[src/rtl/pwm_jit_pkg.sv]
package pwm_jit_pkg;

  // strobes from control to datapath
  typedef struct packed {
    logic loadPeriod;  // start a new switching period
    logic holdIdle;    // park the counter
  } ctlStrobe_t;

  // status from datapath to control
  typedef struct packed {
    logic isZero;      // first cycle of a period
    logic atLast;      // final cycle of the period
    logic pastBlank;   // blanking window elapsed
    logic atLimitEnd;  // final cycle allowed for the on-time
    logic inRamp;      // inside the 80% window
  } dpStatus_t;

endpackage

[src/rtl/pwm_jit_datapath.sv]
module pwm_jit_datapath
  import pwm_jit_pkg::*;
#(
  parameter int NOM_SLOW  = 769,
  parameter int NOM_FAST  = 500,
  parameter int JIT_SLOW  = 57,
  parameter int JIT_FAST  = 37,
  parameter int HOLD_SLOW = 2,
  parameter int HOLD_FAST = 4,
  parameter int BLANK_CYC = 9
) (
  input  logic       clk,
  input  logic       rstN,
  input  logic       freqSel,
  input  ctlStrobe_t ctl,
  output dpStatus_t  status
);

  localparam int MAXP = ((NOM_SLOW + JIT_SLOW) > (NOM_FAST + JIT_FAST)) ?
                        (NOM_SLOW + JIT_SLOW) : (NOM_FAST + JIT_FAST);
  localparam int MAXJ = (JIT_SLOW > JIT_FAST) ? JIT_SLOW : JIT_FAST;
  localparam int MAXH = (HOLD_SLOW > HOLD_FAST) ? HOLD_SLOW : HOLD_FAST;
  localparam int PW   = $clog2(MAXP + 1);
  localparam int LW   = PW + 3;
  localparam int OW   = $clog2(MAXJ + 1) + 1;
  localparam int HW   = $clog2(MAXH + 1);

  logic [PW-1:0]        cnt;
  logic [PW-1:0]        curPeriod;
  logic [PW-1:0]        curLimit;
  logic signed [OW-1:0] offset;
  logic                 dirUp;
  logic [HW-1:0]        holdCnt;

  logic [PW-1:0]        nomSel;
  logic signed [OW-1:0] jitLim;
  logic [HW-1:0]        holdSel;
  logic signed [PW:0]   sumP;
  logic [PW-1:0]        nextPeriod;
  logic [LW-1:0]        scaled;
  logic [PW-1:0]        nextLimit;
  logic signed [OW-1:0] stepOff;
  logic                 holdDone;

  // option selection for the period about to be loaded
  assign nomSel  = freqSel ? PW'(NOM_FAST)  : PW'(NOM_SLOW);
  assign jitLim  = freqSel ? OW'(JIT_FAST)  : OW'(JIT_SLOW);
  assign holdSel = freqSel ? HW'(HOLD_FAST) : HW'(HOLD_SLOW);

  // jittered period and its 80% on-time limit
  assign sumP       = $signed({1'b0, nomSel}) +
                      $signed({{(PW + 1 - OW){offset[OW-1]}}, offset});
  assign nextPeriod = PW'(sumP);
  assign scaled     = {1'b0, nextPeriod, 2'b00};
  assign nextLimit  = PW'(scaled / LW'(5));

  // triangle sweep step
  assign stepOff  = dirUp ? (offset + OW'(1)) : (offset - OW'(1));
  assign holdDone = (holdCnt >= (holdSel - HW'(1)));

  always_ff @(posedge clk) begin
    if (!rstN) begin
      cnt       <= '0;
      curPeriod <= PW'(NOM_SLOW);
      curLimit  <= PW'((NOM_SLOW * 4) / 5);
      offset    <= '0;
      dirUp     <= 1'b1;
      holdCnt   <= '0;
    end else if (ctl.holdIdle) begin
      cnt <= '0;
    end else if (ctl.loadPeriod) begin
      cnt       <= '0;
      curPeriod <= nextPeriod;
      curLimit  <= nextLimit;
      if (holdDone) begin
        holdCnt <= '0;
        offset  <= stepOff;
        if (stepOff >= jitLim)       dirUp <= 1'b0;
        else if (stepOff <= -jitLim) dirUp <= 1'b1;
      end else begin
        holdCnt <= holdCnt + HW'(1);
      end
    end else begin
      cnt <= cnt + PW'(1);
    end
  end

  assign status.isZero     = (cnt == '0);
  assign status.atLast     = (cnt == (curPeriod - PW'(1)));
  assign status.pastBlank  = (cnt >= PW'(BLANK_CYC));
  assign status.atLimitEnd = (cnt == (curLimit - PW'(1)));
  assign status.inRamp     = (cnt < curLimit);

endmodule

[src/rtl/pwm_jit_control.sv]
module pwm_jit_control
  import pwm_jit_pkg::*;
(
  input  logic       clk,
  input  logic       rstN,
  input  logic       enable,
  input  logic       csTrip,
  input  dpStatus_t  status,
  output ctlStrobe_t ctl,
  output logic       gateOut,
  output logic       periodStart,
  output logic       rampSync
);

  logic started;
  logic pulseOn;
  logic tripHit;

  assign ctl.holdIdle   = !enable;
  assign ctl.loadPeriod = enable && (!started || status.atLast);

  // a trip counts only once the blanking window is over
  assign tripHit = csTrip && status.pastBlank;

  always_ff @(posedge clk) begin
    if (!rstN) begin
      started <= 1'b0;
      pulseOn <= 1'b0;
    end else if (!enable) begin
      started <= 1'b0;
      pulseOn <= 1'b0;
    end else if (ctl.loadPeriod) begin
      started <= 1'b1;
      pulseOn <= 1'b1;
    end else if (pulseOn && (tripHit || status.atLimitEnd)) begin
      pulseOn <= 1'b0;
    end
  end

  assign gateOut     = enable && pulseOn;
  assign periodStart = enable && started && status.isZero;
  assign rampSync    = enable && started && status.inRamp;

endmodule

[src/rtl/pwm_jit_core.sv]
module pwm_jit_core
  import pwm_jit_pkg::*;
#(
  parameter int NOM_SLOW  = 769,
  parameter int NOM_FAST  = 500,
  parameter int JIT_SLOW  = 57,
  parameter int JIT_FAST  = 37,
  parameter int HOLD_SLOW = 2,
  parameter int HOLD_FAST = 4,
  parameter int BLANK_CYC = 9
) (
  input  logic clk,
  input  logic rstN,
  input  logic enable,
  input  logic freqSel,
  input  logic csTrip,
  output logic gateOut,
  output logic periodStart,
  output logic rampSync
);

  ctlStrobe_t ctl;
  dpStatus_t  status;

  pwm_jit_datapath #(
    .NOM_SLOW (NOM_SLOW),
    .NOM_FAST (NOM_FAST),
    .JIT_SLOW (JIT_SLOW),
    .JIT_FAST (JIT_FAST),
    .HOLD_SLOW(HOLD_SLOW),
    .HOLD_FAST(HOLD_FAST),
    .BLANK_CYC(BLANK_CYC)
  ) u_dp (
    .clk    (clk),
    .rstN   (rstN),
    .freqSel(freqSel),
    .ctl    (ctl),
    .status (status)
  );

  pwm_jit_control u_ctl (
    .clk        (clk),
    .rstN       (rstN),
    .enable     (enable),
    .csTrip     (csTrip),
    .status     (status),
    .ctl        (ctl),
    .gateOut    (gateOut),
    .periodStart(periodStart),
    .rampSync   (rampSync)
  );

endmodule

[config.mk]
export PLATFORM = sky130hd
export DESIGN_NAME = pwm_jit_core
export DESIGN_NICKNAME = d
export VERILOG_FILES = /design/src/rtl/pwm_jit_pkg.sv /design/src/rtl/pwm_jit_datapath.sv /design/src/rtl/pwm_jit_control.sv /design/src/rtl/pwm_jit_core.sv
export SDC_FILE = /design/constraint.sdc
export NUM_CORES = 1
export LEC_CHECK = 0
export BUFFER_PORTS_ARGS = -buffer_cell sky130_fd_sc_hd__buf_4
export CAP_MARGIN = 10
export CORE_ASPECT_RATIO = 0.6
export CORE_MARGIN = 2
export CORE_UTILIZATION = 47
export DETAILED_ROUTE_END_ITERATION = 10
export PLACE_DENSITY = 0.6
export SLEW_MARGIN = 15
export SYNTH_ARGS = -nofsm -noshare
export SYNTH_HDL_FRONTEND = slang
export SYNTH_SLANG_ARGS = --single-unit
[constraint.sdc]
create_clock -name clk -period 6.05 [get_ports clk]
set_input_delay 0.9075 -clock clk [delete_from_list [all_inputs] [get_ports clk]]
set_output_delay 0.9075 -clock clk [all_outputs]
set_load 0.005 [all_outputs]
==> flow_summary.ini <==
[worst_setup_path]
crit_required_ns = 6.21
critPathLaunchType = input port
path_class = in2reg
crit_path_end_kind = flop
worstPathMaxFanout = 11
cp.arrival_ns = 5.97

[layout]
drive_gt1_share_pct = 11.1
finalNonFillerCells = 764
fin_nets = 677
area_growth_pct = 7.77
n_antenna_cell = 0
fin_area_um2 = 5150

[die]
start_util_pct = 48.4
die_x_um = 134
die_height_um = 82.1
rows = 28
die_area_um2 = 11000
core-area_um2 = 9880
io_pins = 8

[place]
pre_cts_ws_ns = -0.142
gp_congestion = 0.915
hpwl_mm = 9.82
io_buffers = 7
place_inst = 757
place_area_um2 = 4980

[global_routing]
grt_max_degree = 42
grt_usage_pct = 23.9
first_global_vias = 4212
antenna_found_initial = 0
grt_pass1_wl_mm = 21.6
grt_overflow = 0

[synthesis]
synth_cell_type_count = 87
yosysTopAreaCellShare_pct = 18.0
syn-cell-area_um2 = 4780
synth_compound_area_share_pct = 28.8
synth_common_cells = nor2_1, nand2_1, dfxtp_1
yosys_most_used_dff = dfxtp_1
synth_nets = 681
synth_top_family_by_area = compound AO/OA/AOI/OAI gates
synthXorXnorAreaFrac_pct = 8.97
synthAdderAreaFrac_pct = 11.4
synth_most_common_cell = nor2_1
synth_cells = 634
synth_simple_gate_area_share_pct = 23.9
synthArstFlopShare_pct = 0
yosysWarnings = 0
synth_area_per_cell_um2 = 7.54
synthMuxAreaShare_pct = 2.43
yosysTopAreaCell = dfxtp_1
yosys-top-cells-area = dfxtp_1, ha_1, xnor2_1, nor2_1, nand2_1
synth_edf_count = 0
ys_seq_elements = 43
seq_area_frac_synth_pct = 18.0

[timing]
worst_pin_slew_ns = 1.10
whs_ns = 0.498
layout_setup_ws_ns = 0.247
hold_viol_final = 0
skew_ns = 0.00671
relSlewSlack_pct = 26.2
rsz0062_at_grt = false
fmax_mhz = 172
fin_crit_sh_pct = 95.9
slew_viol_final = 0
finalSetupViolCount = 0
min_period_ns = 5.80

[cts]
cts_made_buffers = 5
h-tree-depth = 2
clk_pin_slew_worst_paths_ns = 0.05
clock_path_buffers = 2
cts_tree = built
root_buffer = clkbuf_16
cts_sinks = 43
clock_latency_ns = 0.28
cts_hold_buffers = 0

[detailed_routing]
vias_per_cell = 6.18
vias = 4724
drtPass1Iterations = 5
post_drt_wl_per_cell_um = 16.9
antenna_left = 0
drc_errors = 0
routed_wl_mm = 12.9
drt-initial-drc-count = 450

[power_and_ir_drop]
p_switching_mw = 0.343
p_leak_nw = 2.01
total_power_mw = 0.937
p_seq_share_pct = 34.1
powerDensity_nw_per_um2 = 182
swShare_pct = 36.6
p_clk_share_pct = 26.7
p_int_mw = 0.594
peakVddDrop_mv = 0.0994
combPwrFrac_pct = 39.3

[worst_hold_path]
hp-class = reg2reg

[job]
max_cap_violations = 0

[status]
outcome = finished, final reports clean
cell families after synthesis:
family,count (synthesis)
simple gates,230
xor+xnor,49
buf+inv,74
compound gates,184
mux,11
flops,43
fa+ha+maj,43
worst paths after layout:
path	from	to	slack (ns)	cells after the start
hold reg to reg	u_dp.holdCnt[2]	u_dp.holdCnt[2]	0.50	2
setup / recovery	freqSel	u_dp.curLimit[1]	0.25	21
setup reg to reg	u_dp.offset[6]	u_dp.curLimit[1]	0.53	21
hold / removal	u_dp.holdCnt[2]	u_dp.holdCnt[2]	0.50	2
power by group through the flow:
stage	clock, mW	combinational (mW)	sequential (mW)
after floorplan	0	0.276	0.318
after global placement	0	0.351	0.324
after detailed placement	0	0.354	0.325
after CTS	0.255	0.357	0.319
after global routing	0.266	0.406	0.322
final	0.250	0.368	0.319
sequential cells by signal, summed over array words and instances (netlist names):
signal,cells
u_dp.curPeriod,10
u_dp.curLimit,10
u_ctl.started,1
u_dp.cnt,10
u_dp.offset,7
u_dp.holdCnt,3
u_dp.dirUp,1
u_ctl.pulseOn,1
repair_timing:
action,in CTS,in global routing
resized for setup,0,8
endpoints found under the setup margin,0,3
buffers inserted,0,1
worst max-delay path, cell delays in order:
cell and delay, ns:
buf_4 0.15, ha_1 0.45, nor3_2 0.41, a21oi_1 0.27
a2111oi_4 0.23, buf_4 0.21, a31oi_1 0.07, a311oi_2 0.30
a21bo_1 0.34, nor2_1 0.11, o31ai_1 0.25, o211ai_1 0.21
a21oi_1 0.27, a21oi_1 0.10, nor3_1 0.28, ha_1 0.27
nor2_1 0.06, mux2_4 0.28, a221oi_2 0.20, o311ai_1 0.20
o32a_1 0.38
cells in the final DEF (no fill, tap or decap), types with 11 or more instances in the layout:
cell type  Yosys  routed
dfxtp_1       43      43
o21ai_0       33      33
ha_1          41      41
xor2_1        15      15
nand3_1       21      21
nand2_1       47      47
o211ai_1      11      11
buf_4          3      30
nor4_1        12      11
nor3_1        20      19
nor2_1        69      68
xnor2_1       34      34
a21oi_1       34      34
a211oi_1      15      14
inv_1         33      33
routing by layer:
| metal | up-vias | part of all wire (%) | GRT usage (%) |
|---|---|---|---|
| met1 | 2163 | 51 | 35.5 |
| met2 | 213 | 40 | 35.5 |
| met4 | 0 | 1.7 | 5.68 |
| li1 | 2318 | - | - |
| met3 | 30 | 7.8 | 4.64 |
| met5 | - | 0 | 0 |
cell type report:
type                    instances  area, um2
inverters                      33        124
repair buffers                 30        225
well taps                     135        169
multi-input cells             517       3650
fillers                       962       4730
flip-flops and latches         43        861
clock buffers                   6        129
through the flow:
step / utilization (%) / TNS, ns
detailed placement: 50.4 / -0.346
finish: 52.2 / 0
floorplan: - / 0
global placement: 50.4 / -0.233
global route: 52.2 / 0
CTS: 51.7 / 0
Note: power is estimated with default switching activity, not from simulation.
